`src/rtl/raster_timing_pkg.sv`:
```
package raster_timing_pkg;

   // coordinate width of the x / y outputs and of the active-size fields
   localparam int COORD_W   = 11;
   // internal raster counter width: active size plus blanking must fit
   localparam int CNT_W     = COORD_W + 1;
   // horizontal quantities are counted in units of 2**UNIT_LOG2 pixels
   localparam int UNIT_LOG2 = 3;
   // field widths of the timing registers
   localparam int HBLK_W    = 6;
   localparam int HFP_W     = 5;
   localparam int HSW_W     = 4;
   localparam int VBLK_W    = 8;
   localparam int VFP_W     = 8;
   localparam int VSW_W     = 4;
   // bit of the sync-width registers that selects the pulse sense
   localparam int POL_BIT   = 7;
   localparam int ADDR_W    = 8;
   localparam int DATA_W    = 16;

   typedef enum logic [ADDR_W-1:0] {
      RT_CTRL   = 8'h00,
      RT_HACT   = 8'h01,
      RT_HBLANK = 8'h02,
      RT_HFRONT = 8'h03,
      RT_HSYNC  = 8'h04,
      RT_VACT   = 8'h05,
      RT_VBLANK = 8'h06,
      RT_VFRONT = 8'h07,
      RT_VSYNC  = 8'h08
   } rt_addr_e;

   typedef struct packed {
      logic               blank;
      logic [COORD_W-1:0] hact_m1;
      logic [HBLK_W-1:0]  hblk_m1;
      logic [HFP_W-1:0]   hfp_m1;
      logic [HSW_W-1:0]   hsw_m1;
      logic               hpol;
      logic [COORD_W-1:0] vact_m1;
      logic [VBLK_W-1:0]  vblk_m1;
      logic [VFP_W-1:0]   vfp_m1;
      logic [VSW_W-1:0]   vsw_m1;
      logic               vpol;
   } rt_cfg_t;

endpackage

```
`src/rtl/raster_timing_regs.sv`:
```
module raster_timing_regs
   import raster_timing_pkg::*;
#(
   parameter rt_cfg_t RESET_CFG = '0
)(
   input  logic              clk,
   input  logic              rst_n,
   input  logic              wr_en,
   input  logic [ADDR_W-1:0] wr_addr,
   input  logic [DATA_W-1:0] wr_data,
   input  logic              frame_load,
   output rt_cfg_t           cfg_live
);

   rt_cfg_t cfg_pend;

   if (POL_BIT <= HSW_W - 1 || POL_BIT <= VSW_W - 1) begin : g_bad_pol
      $error("sync sense bit overlaps the sync width field");
   end
   if (COORD_W > DATA_W || VBLK_W > DATA_W || VFP_W > DATA_W) begin : g_bad_data
      $error("register field wider than the write data");
   end

   // pending copy: written by the port at any time
   always_ff @(posedge clk) begin
      if (!rst_n) begin
         cfg_pend <= RESET_CFG;
      end else if (wr_en) begin
         case (wr_addr)
            RT_CTRL:   cfg_pend.blank   <= wr_data[0];
            RT_HACT:   cfg_pend.hact_m1 <= wr_data[COORD_W-1:0];
            RT_HBLANK: cfg_pend.hblk_m1 <= wr_data[HBLK_W-1:0];
            RT_HFRONT: cfg_pend.hfp_m1  <= wr_data[HFP_W-1:0];
            RT_HSYNC: begin
               cfg_pend.hsw_m1 <= wr_data[HSW_W-1:0];
               cfg_pend.hpol   <= wr_data[POL_BIT];
            end
            RT_VACT:   cfg_pend.vact_m1 <= wr_data[COORD_W-1:0];
            RT_VBLANK: cfg_pend.vblk_m1 <= wr_data[VBLK_W-1:0];
            RT_VFRONT: cfg_pend.vfp_m1  <= wr_data[VFP_W-1:0];
            RT_VSYNC: begin
               cfg_pend.vsw_m1 <= wr_data[VSW_W-1:0];
               cfg_pend.vpol   <= wr_data[POL_BIT];
            end
            default: ;
         endcase
      end
   end

   // live copy: moves over only on the wrap to the first pixel of a frame
   always_ff @(posedge clk) begin
      if (!rst_n) begin
         cfg_live <= RESET_CFG;
      end else if (frame_load) begin
         cfg_live <= cfg_pend;
      end
   end

endmodule

```
`src/rtl/raster_axis_counter.sv`:
```
module raster_axis_counter #(
   parameter int W = 12
)(
   input  logic         clk,
   input  logic         rst_n,
   input  logic         step,
   input  logic [W-1:0] len_active,
   input  logic [W-1:0] len_total,
   input  logic [W-1:0] sync_from,
   input  logic [W-1:0] sync_to,
   output logic [W-1:0] cnt,
   output logic         last,
   output logic         in_active,
   output logic         in_sync
);

   if (W < 4) begin : g_bad_w
      $error("axis counter too narrow");
   end

   assign last      = (cnt == len_total - W'(1));
   assign in_active = (cnt < len_active);
   assign in_sync   = (cnt >= sync_from) && (cnt < sync_to);

   always_ff @(posedge clk) begin
      if (!rst_n) begin
         cnt <= '0;
      end else if (step) begin
         cnt <= last ? '0 : cnt + W'(1);
      end
   end

endmodule

```
`src/rtl/raster_timing_gen.sv`:
```
module raster_timing_gen
   import raster_timing_pkg::*;
#(
   parameter int DEF_HACT_M1 = 639,
   parameter int DEF_HBLK_M1 = 19,
   parameter int DEF_HFP_M1  = 1,
   parameter int DEF_HSW_M1  = 11,
   parameter bit DEF_HPOL    = 1'b0,
   parameter int DEF_VACT_M1 = 479,
   parameter int DEF_VBLK_M1 = 44,
   parameter int DEF_VFP_M1  = 9,
   parameter int DEF_VSW_M1  = 1,
   parameter bit DEF_VPOL    = 1'b0,
   parameter bit REG_OUTPUTS = 1'b1
)(
   input  logic               clk,
   input  logic               rst_n,
   input  logic [7:0]         reg_addr,
   input  logic [15:0]        reg_wdata,
   input  logic               reg_wr,
   output logic               hsync,
   output logic               vsync,
   output logic               de,
   output logic [COORD_W-1:0] x,
   output logic [COORD_W-1:0] y,
   output logic               vblank_status
);

   localparam rt_cfg_t RST_CFG = '{
      blank:   1'b0,
      hact_m1: COORD_W'(DEF_HACT_M1),
      hblk_m1: HBLK_W'(DEF_HBLK_M1),
      hfp_m1:  HFP_W'(DEF_HFP_M1),
      hsw_m1:  HSW_W'(DEF_HSW_M1),
      hpol:    DEF_HPOL,
      vact_m1: COORD_W'(DEF_VACT_M1),
      vblk_m1: VBLK_W'(DEF_VBLK_M1),
      vfp_m1:  VFP_W'(DEF_VFP_M1),
      vsw_m1:  VSW_W'(DEF_VSW_M1),
      vpol:    DEF_VPOL
   };

   if (DEF_HACT_M1 < 0 || DEF_HACT_M1 >= (1 << COORD_W) ||
       DEF_VACT_M1 < 0 || DEF_VACT_M1 >= (1 << COORD_W)) begin : g_bad_act
      $error("default active size out of field range");
   end
   if (DEF_HBLK_M1 >= (1 << HBLK_W) || DEF_HFP_M1 >= (1 << HFP_W) ||
       DEF_HSW_M1 >= (1 << HSW_W)) begin : g_bad_h
      $error("default horizontal timing out of field range");
   end
   if (DEF_VBLK_M1 >= (1 << VBLK_W) || DEF_VFP_M1 >= (1 << VFP_W) ||
       DEF_VSW_M1 >= (1 << VSW_W)) begin : g_bad_v
      $error("default vertical timing out of field range");
   end
   if (CNT_W <= COORD_W) begin : g_bad_cnt
      $error("raster counter must be wider than a coordinate");
   end

   rt_cfg_t          cfg_live;
   logic             frame_load;
   logic [CNT_W-1:0] h_act, h_tot, h_ss, h_se;
   logic [CNT_W-1:0] v_act, v_tot, v_ss, v_se;
   logic [CNT_W-1:0] h_cnt, v_cnt;
   logic             h_last, v_last, h_act_on, v_act_on, h_sync_on, v_sync_on;

   raster_timing_regs #(.RESET_CFG(RST_CFG)) u_regs (
      .clk        (clk),
      .rst_n      (rst_n),
      .wr_en      (reg_wr),
      .wr_addr    (reg_addr),
      .wr_data    (reg_wdata),
      .frame_load (frame_load),
      .cfg_live   (cfg_live)
   );

   // lengths and pulse edges derived from the live register set
   always_comb begin
      h_act = CNT_W'(cfg_live.hact_m1) + CNT_W'(1);
      h_tot = h_act + ((CNT_W'(cfg_live.hblk_m1) + CNT_W'(1)) << UNIT_LOG2);
      h_ss  = h_act + ((CNT_W'(cfg_live.hfp_m1)  + CNT_W'(1)) << UNIT_LOG2);
      h_se  = h_ss  + ((CNT_W'(cfg_live.hsw_m1)  + CNT_W'(1)) << UNIT_LOG2);
      v_act = CNT_W'(cfg_live.vact_m1) + CNT_W'(1);
      v_tot = v_act + CNT_W'(cfg_live.vblk_m1) + CNT_W'(1);
      v_ss  = v_act + CNT_W'(cfg_live.vfp_m1)  + CNT_W'(1);
      v_se  = v_ss  + CNT_W'(cfg_live.vsw_m1)  + CNT_W'(1);
   end

   raster_axis_counter #(.W(CNT_W)) u_hcnt (
      .clk        (clk),
      .rst_n      (rst_n),
      .step       (1'b1),
      .len_active (h_act),
      .len_total  (h_tot),
      .sync_from  (h_ss),
      .sync_to    (h_se),
      .cnt        (h_cnt),
      .last       (h_last),
      .in_active  (h_act_on),
      .in_sync    (h_sync_on)
   );

   raster_axis_counter #(.W(CNT_W)) u_vcnt (
      .clk        (clk),
      .rst_n      (rst_n),
      .step       (h_last),
      .len_active (v_act),
      .len_total  (v_tot),
      .sync_from  (v_ss),
      .sync_to    (v_se),
      .cnt        (v_cnt),
      .last       (v_last),
      .in_active  (v_act_on),
      .in_sync    (v_sync_on)
   );

   assign frame_load = h_last & v_last;

   logic               de_n, hs_n, vs_n, vb_n;
   logic [COORD_W-1:0] x_n, y_n;

   always_comb begin
      de_n = h_act_on & v_act_on & ~cfg_live.blank;
      hs_n = cfg_live.hpol ? h_sync_on : ~h_sync_on;
      vs_n = cfg_live.vpol ? v_sync_on : ~v_sync_on;
      vb_n = ~v_act_on;
      x_n  = h_cnt[COORD_W-1:0];
      y_n  = v_cnt[COORD_W-1:0];
   end

   if (REG_OUTPUTS) begin : g_out_reg
      always_ff @(posedge clk) begin
         if (!rst_n) begin
            de            <= 1'b0;
            hsync         <= ~DEF_HPOL;
            vsync         <= ~DEF_VPOL;
            vblank_status <= 1'b0;
            x             <= '0;
            y             <= '0;
         end else begin
            de            <= de_n;
            hsync         <= hs_n;
            vsync         <= vs_n;
            vblank_status <= vb_n;
            x             <= x_n;
            y             <= y_n;
         end
      end
   end else begin : g_out_comb
      always_comb begin
         de            = de_n;
         hsync         = hs_n;
         vsync         = vs_n;
         vblank_status = vb_n;
         x             = x_n;
         y             = y_n;
      end
   end

endmodule

```
`config.mk`:
```
export PLATFORM = sky130hd
export DESIGN_NAME = raster_timing_gen
export DESIGN_NICKNAME = d
export VERILOG_FILES = /design/src/rtl/raster_timing_pkg.sv /design/src/rtl/raster_timing_regs.sv /design/src/rtl/raster_axis_counter.sv /design/src/rtl/raster_timing_gen.sv
export SDC_FILE = /design/constraint.sdc
export NUM_CORES = 1
export LEC_CHECK = 0
export ABC_AREA = 1
export BUFFER_PORTS_ARGS = -buffer_cell sky130_fd_sc_hd__buf_2
export CORE_UTILIZATION = 40
export DETAILED_ROUTE_END_ITERATION = 8
export HOLD_SLACK_MARGIN = 0.12
export SYNTH_ARGS = -nofsm -noshare
export SYNTH_HDL_FRONTEND = slang
export SYNTH_SLANG_ARGS = --single-unit
```
`constraint.sdc`:
```
create_clock -name clk -period 4.9 [get_ports clk]
set_clock_uncertainty 0.05 [all_clocks]
set_input_delay 0 -clock clk [delete_from_list [all_inputs] [get_ports clk]]
set_output_delay 0 -clock clk [all_outputs]
set_load 0.01 [all_outputs]
```
## Word level (Yosys, flattened, before mapping)

Cells that the tools add are included.

| word-level totals | value |
|---|---|
| output and inout port bits | 26 |
| register bits after elaboration | 170 |
| input port bits | 27 |
| word-level logic and storage cells | 88 |

| cells by class | value |
|---|---|
| magnitude comparators | 6 |
| muxes and demuxes | 3 |
| add/sub/neg operators | 18 |
| reductions and logical operators | 13 |
| eq/ne operators | 10 |
| bitwise logic cells | 8 |

Operators with widths:

| cell | number |
|---|---|
| adder 12 x 1 -> 12 bit (second input constant) | 5 |
| < comparator 12 bit | 4 |
| adder 12 x 8 -> 12 bit | 3 |
| == test 8 x 3 -> 1 bit (second input constant) | 4 |
| adder 11 x 1 -> 12 bit (second input constant) | 2 |
| == test 12 bit | 2 |
| >= comparator 12 bit | 2 |
| subtractor 12 x 1 -> 12 bit (second input constant) | 2 |
| AND reduction 2 bit | 9 |
| == test 8 x 2 -> 1 bit (second input constant) | 2 |
| adder 12 x 10 -> 12 bit | 1 |
| adder 12 x 4 -> 12 bit | 1 |
| adder 12 x 9 -> 12 bit | 1 |
| 2-to-1 mux 12 bit | 1 |
| == test 8 x 1 -> 1 bit (second input constant) | 1 |
| == test 8 x 4 -> 1 bit (second input constant) | 1 |
| zero test 8 bit | 1 |
| adder 6 x 1 -> 7 bit (second input constant) | 1 |
| adder 5 x 1 -> 6 bit (second input constant) | 1 |
| adder 4 x 1 -> 5 bit (second input constant) | 1 |
| inverter 1 bit | 5 |
| bitwise AND 1 bit | 3 |
| logical AND 1 bit | 2 |
| 2-to-1 mux 1 bit | 2 |
| OR reduction 2 bit | 1 |

## Depth between registers and ports, before layout

| depth | value |
|---|---|
| depth in word-level cells | 9 |
| gate-level depth with buffers | 27 |
| mapped depth without buffers | 27 |

## Modules after synthesis

Synthesis repeated with hierarchy kept, for this count alone.

| unflattened totals | value |
|---|---|
| cell total of the unflattened synthesis | 1847 |
| area total of the unflattened synthesis | 12399.4 µm² |

By module, submodules not included:

| module | seq. area each (µm²) | instances | cells an instance | area each (µm²) |
|---|---|---|---|---|
| raster_timing_regs | 2402.3 | 1 | 597 | 4499.3 |
| raster_axis_counter | 240.2 | 2 | 348 | 2128.3 |
| raster_timing_gen | 520.5 | 1 | 554 | 3643.5 |

## Worst setup path before layout

No wires, ideal clock.

| path | value |
|---|---|
| path kind | flip-flop to flip-flop |
| start point | register u_regs.cfg_live[48] (netlist name) |
| end point | register hsync |
| library setup time | 0.133 ns |
| period minus slack after synthesis | 4.052 ns |
| cell stages (with the launch flop) | 24 |
| buffers on the path | 0 |
| data required time | 4.717 ns |
| arrival time | 3.869 ns |
| path slack | 0.848 ns |
| cell sequence | dfxtp_1 ha_1 nand3_1 xor2_1 inv_1 ha_1 a31oi_1 or2_2 nand2_1 inv_1 ha_1 inv_1 o21ai_0 a21oi_1 nor3_1 nand2_1 nand2_1 nand2_1 ha_1 a21oi_1 o21ai_0 a211oi_1 a21oi_1 nand3b_1 |

| between the ends | value |
|---|---|
| longest elaborated chain between the ends | 7 |
| elaborated cells on any way between the ends | 8 |
| classes of those cells | 3 x add/sub; 2 x order compare; 1 x mux; 1 x bitwise; 1 x reduce/logical |

Ends and longest elaborated chain:

| element | line | source |
|---|---|---|
| adder 11 x 1 -> 12 bit (*) | raster_timing_gen.sv:78 | `h_act = CNT_W'(cfg_live.hact_m1) + CNT_W'(1);` |
| adder 12 x 9 -> 12 bit (*) | raster_timing_gen.sv:80 | `h_ss = h_act + ((CNT_W'(cfg_live.hfp_m1) + CNT_W'(1)) << UNIT_LOG2);` |
| adder 12 x 8 -> 12 bit | raster_timing_gen.sv:81 | `h_se = h_ss + ((CNT_W'(cfg_live.hsw_m1) + CNT_W'(1)) << UNIT_LOG2);` |
| < comparator 12 bit | raster_axis_counter.sv:23 | `assign in_sync = (cnt >= sync_from) && (cnt < sync_to);` |
| logical AND 1 bit (*) | raster_axis_counter.sv:23 |  |
| inverter 1 bit | raster_timing_gen.sv:123 | `hs_n = cfg_live.hpol ? h_sync_on : ~h_sync_on;` |
| 2-to-1 mux 1 bit (*) | raster_timing_gen.sv:123 |  |
| end signal, assigned | raster_timing_gen.sv:134 | `hsync <= ~DEF_HPOL;` |
| end signal, assigned | raster_timing_gen.sv:141 | `hsync <= hs_n;` |
| end, declared | raster_timing_gen.sv:21 | `output logic hsync,` |

Mark *: on every way between the ends. The rest lies on a longest branch, timed or not.
A chain may end at the register's enable or synchronous reset.

## Worst setup path in the final report

| path | value |
|---|---|
| start point | register u_regs.cfg_live[48] (netlist name) |
| end point | register hsync |

| between the ends | value |
|---|---|
| longest elaborated chain between the ends | 7 |
| elaborated cells on any way between the ends | 8 |
| classes of those cells | 3 x add/sub; 2 x order compare; 1 x mux; 1 x bitwise; 1 x reduce/logical |

Ends and longest elaborated chain:

| element | line |
|---|---|
| adder 11 x 1 -> 12 bit (*) | raster_timing_gen.sv:78 |
| adder 12 x 9 -> 12 bit (*) | raster_timing_gen.sv:80 |
| adder 12 x 8 -> 12 bit | raster_timing_gen.sv:81 |
| < comparator 12 bit | raster_axis_counter.sv:23 |
| logical AND 1 bit (*) | raster_axis_counter.sv:23 |
| inverter 1 bit | raster_timing_gen.sv:123 |
| 2-to-1 mux 1 bit (*) | raster_timing_gen.sv:123 |

Marked as above.

==> flow_summary_export.csv <==
group,metric,value,unit
setup_path,r2r_cells,23,
place,dp_hpwl,20.9,mm
synth,seq_area_frac_synth,0.301,
synth,synth.cell_area,0.0113,mm2
setup_path,slowest_stage,"dfxtp_2",
setup_path,cp_cell_sequence,"ha_1 > nand3_1 > xor2_2 > inv_1 > ha_1 > a31oi_1 > or2_2 > nand2_1 > inv_1 > ha_1 > inv_1 > o21ai_1 > a21oi_1 > nor3_1 > nand2_1 > nand2_1 > nand2_1 > ha_1 > a21oi_1 > o21ai_0 > a211oi_1 > a21oi_1 > nand3b_1",
timing,whs,0.378,ns
synth,synth_common_cells,"nand2_1, inv_1, dfxtp_1",
setup_path,cp-end-kind,"flop",
setup_path,path_depth,23,
floorplan,num_rows,61,
drt,drc,0,
floorplan,core_area,0.0278,mm2
synth,synth_fp_nets,1784,
synth,synth_xor_area_frac,0.0573,
final_layout,drive_gt1_frac,0.0716,
pwr,peakVddDrop,0.000197,V
timing,slew_violations,0,
synth,synth_mux_area_frac,0,
final_layout,final_util,0.459,
min_path,hold_class,"in2reg",
synth,synth_top_family_by_area,"simple AND/OR/NAND/NOR gates",
clock_network,clockBufferDepth,2,
timing,setup_viol,0,
grt,track_usage,0.203,
timing,finalHoldViolCount,0,
pwr,power_leakage,6.61,nW
place,dp_cells,2018,
place,gp_congestion,0.839,
timing,layout_min_cycle_time,4.39,ns
drt,drt_iter0_markers,677,
setup_path,timing.critical_path.buf_inv,3,
timing,fmax,228,MHz
synth,synth_area_leaders,"dfxtp_1, ha_1, nand2_1",
drt,drtPass1Iterations,5,
timing,setup_ws,0.507,ns
timing,tightest_slew,0.926,ns
synth,synth-compound-area-share,0.0949,
setup_path,required,5.13,ns
final_layout,diodes,0,
final_layout,nets,1844,
drt,vias,10100,
grt,grt_max_degree,86,
min_path,holdPathStages,4,
timing,fin_setup_tns,0,ns
floorplan,dieWidth,170,um
drt,wire_per_inst,13.5,um
flow_run,cap_violations,0,
setup_path,crit_type,"reg2reg",
setup_path,critPathMaxStageDelay,0.41,ns
floorplan,initial_core_util,0.407,
synth,synth_top_area_cell,"dfxtp_1",
synth,synth-main-ff-cell,"dfxtp_1",
floorplan,die_h,170,um
min_path,worstHoldStart,"reg_wdata[3]",
setup_path,startpoint_type,"flop",
timing,period_share,0.897,
floorplan,die_area,0.0289,mm2
pwr,powerDensity,225,mW/mm2
setup_path,arrival,4.63,ns
clock_network,path_clk_slew,0.08,ns
place,pre_cts_slack,0.236,ns
clock_network,cts_buffers,17,
floorplan,io_pins,53,
synth,synth-simple-area-share,0.299,
setup_path,cp_max_fo,5,
grt,grt_antenna_before_repair,0,
outcome,status,"completed",
setup_path,cp-startpoint,"u_regs.cfg_live[48]",
synth,yosys.cell_count.top_type,"nand2_1",
drt,viasPerCell,4.83,
grt,grt_overflow_total,0,
synth,synth_top_area_share,0.301,
timing,slew_headroom,0.378,
synth,synth_seq_cells,170,
final_layout,fin_cells,2082,
clock_network,cts_setup_buffers,0,
clock_network,cts_root_buffer,"clkbuf_16",
final_layout,syn2layout_area_growth,12.8,%
synth,synth_cell_types,42,
synth,yosysWarnings,0,
synth,synth_edf_count,0,
synth,synthArstFlopShare,0,
clock_network,cts_max_level,4,
grt,grt_pass1_wl,46.6,mm
drt,ant_nets,0,
clock_network,cts_tree,"done",
synth,synthAdderAreaFrac,0.143,
place,place.port_buffers,47,
clock_network,clkLatencyLatePin,0.43,ns
setup_path,critPathTopFamily,"adder cells",
synth,avgSynthCellArea,6.93,um2
grt,grt_pass1_vias,9279,
synth,synthCells,1631,
clock_network,clock_sinks,170,
setup_path,r2r-start,"u_regs.cfg_live[48]",
drt,wl,28.2,mm
timing,rsz0062_at_grt,"false",
-- layer usage --
layer / vias up / track usage / part of all wire
met2: 143 / 0.325 / 0.44
met3: 22 / 0.0237 / 0.028
met1: 4519 / 0.289 / 0.52
met4: 0 / 0.0454 / 0.0099
met5: - / 0 / 0
li1: 5366 / - / -
-- layout make-up --
cell class,instances,area [um2]
Clock buffer,17,425
Clock inverter,15,175
Fill cell,2890,15000
Inverter,250,938
Multi-Input combinational cell,1167,6730
Sequential cell,170,3400
Tap cell,378,473
Timing Repair Buffer,85,603
-- path summary, 6_finish.rpt --
path	endpoint	slack, ns
hold / removal	u_regs.cfg_pend[45]	0.38
hold reg to reg	u_regs.cfg_pend[39]	0.41
setup / recovery	hsync	0.51
setup reg to reg	hsync	0.51
-- flip-flops by register name, indices dropped and copies added, names as in the netlist, 11 cells and up --
register         flops
u_regs.cfg_pend     60
x                   11
u_hcnt.cnt          12
u_vcnt.cnt          12
u_regs.cfg_live     60
y                   11
-- logic make-up (layout without fill, tap and decap cells) --
logic type,after synthesis,after routing
AND/OR/NAND/NOR,776,776
XOR/XNOR,74,74
AO/OA/AOI/OAI,191,191
flip-flops,170,170
buffers and inverters,294,367
adder cells (fa/ha/maj),126,126
-- placed cells by master, fill, tap and decap left out, drive strengths merged, types with 21 or more instances in the layout --
cell type,n
nand3,160
o211ai,28
nor2,161
o21ai,49
ha,120
dfxtp,170
dlygate4sd3,32
xnor2,21
xor2,53
nand2,404
a21oi,95
inv,256
buf,53
-- where the power goes --
part           leakage, nW  internal (W)  switching, W
clock                0.292      0.000689      0.000692
sequential            1.37       0.00138    0.00000472
combinational         4.95     0.0000347     0.0000610
total                 6.61       0.00211      0.000758
-- worst reg2reg max path, delay by kind of cell (launching register included) --
family / cells / cell delay, ns
and+or+nand+nor: 8 / 1.13
adders and majority gates: 4 / 1.14
DFF: 1 / 0.41
AOI/OAI and AO/OA: 7 / 1.04
xor gates and xnor gates: 1 / 0.26
buffers and inverters: 3 / 0.22
-- through the flow --
step                      total power [W]  area, um2
after detailed placement          0.00151      11800
after CTS                         0.00290      12700
final                             0.00287      12800
after global routing              0.00297      12800
after floorplan                   0.00147      11300
after global placement            0.00150      11800
-- timing repair --
action                                  4_1_cts  5_1_grt
hold buffers                                 32        0
hold endpoints to repair                     69        0
endpoints found under the setup margin        0        1
resized for setup                             0        3
Note: power is estimated with default switching activity, not from simulation.
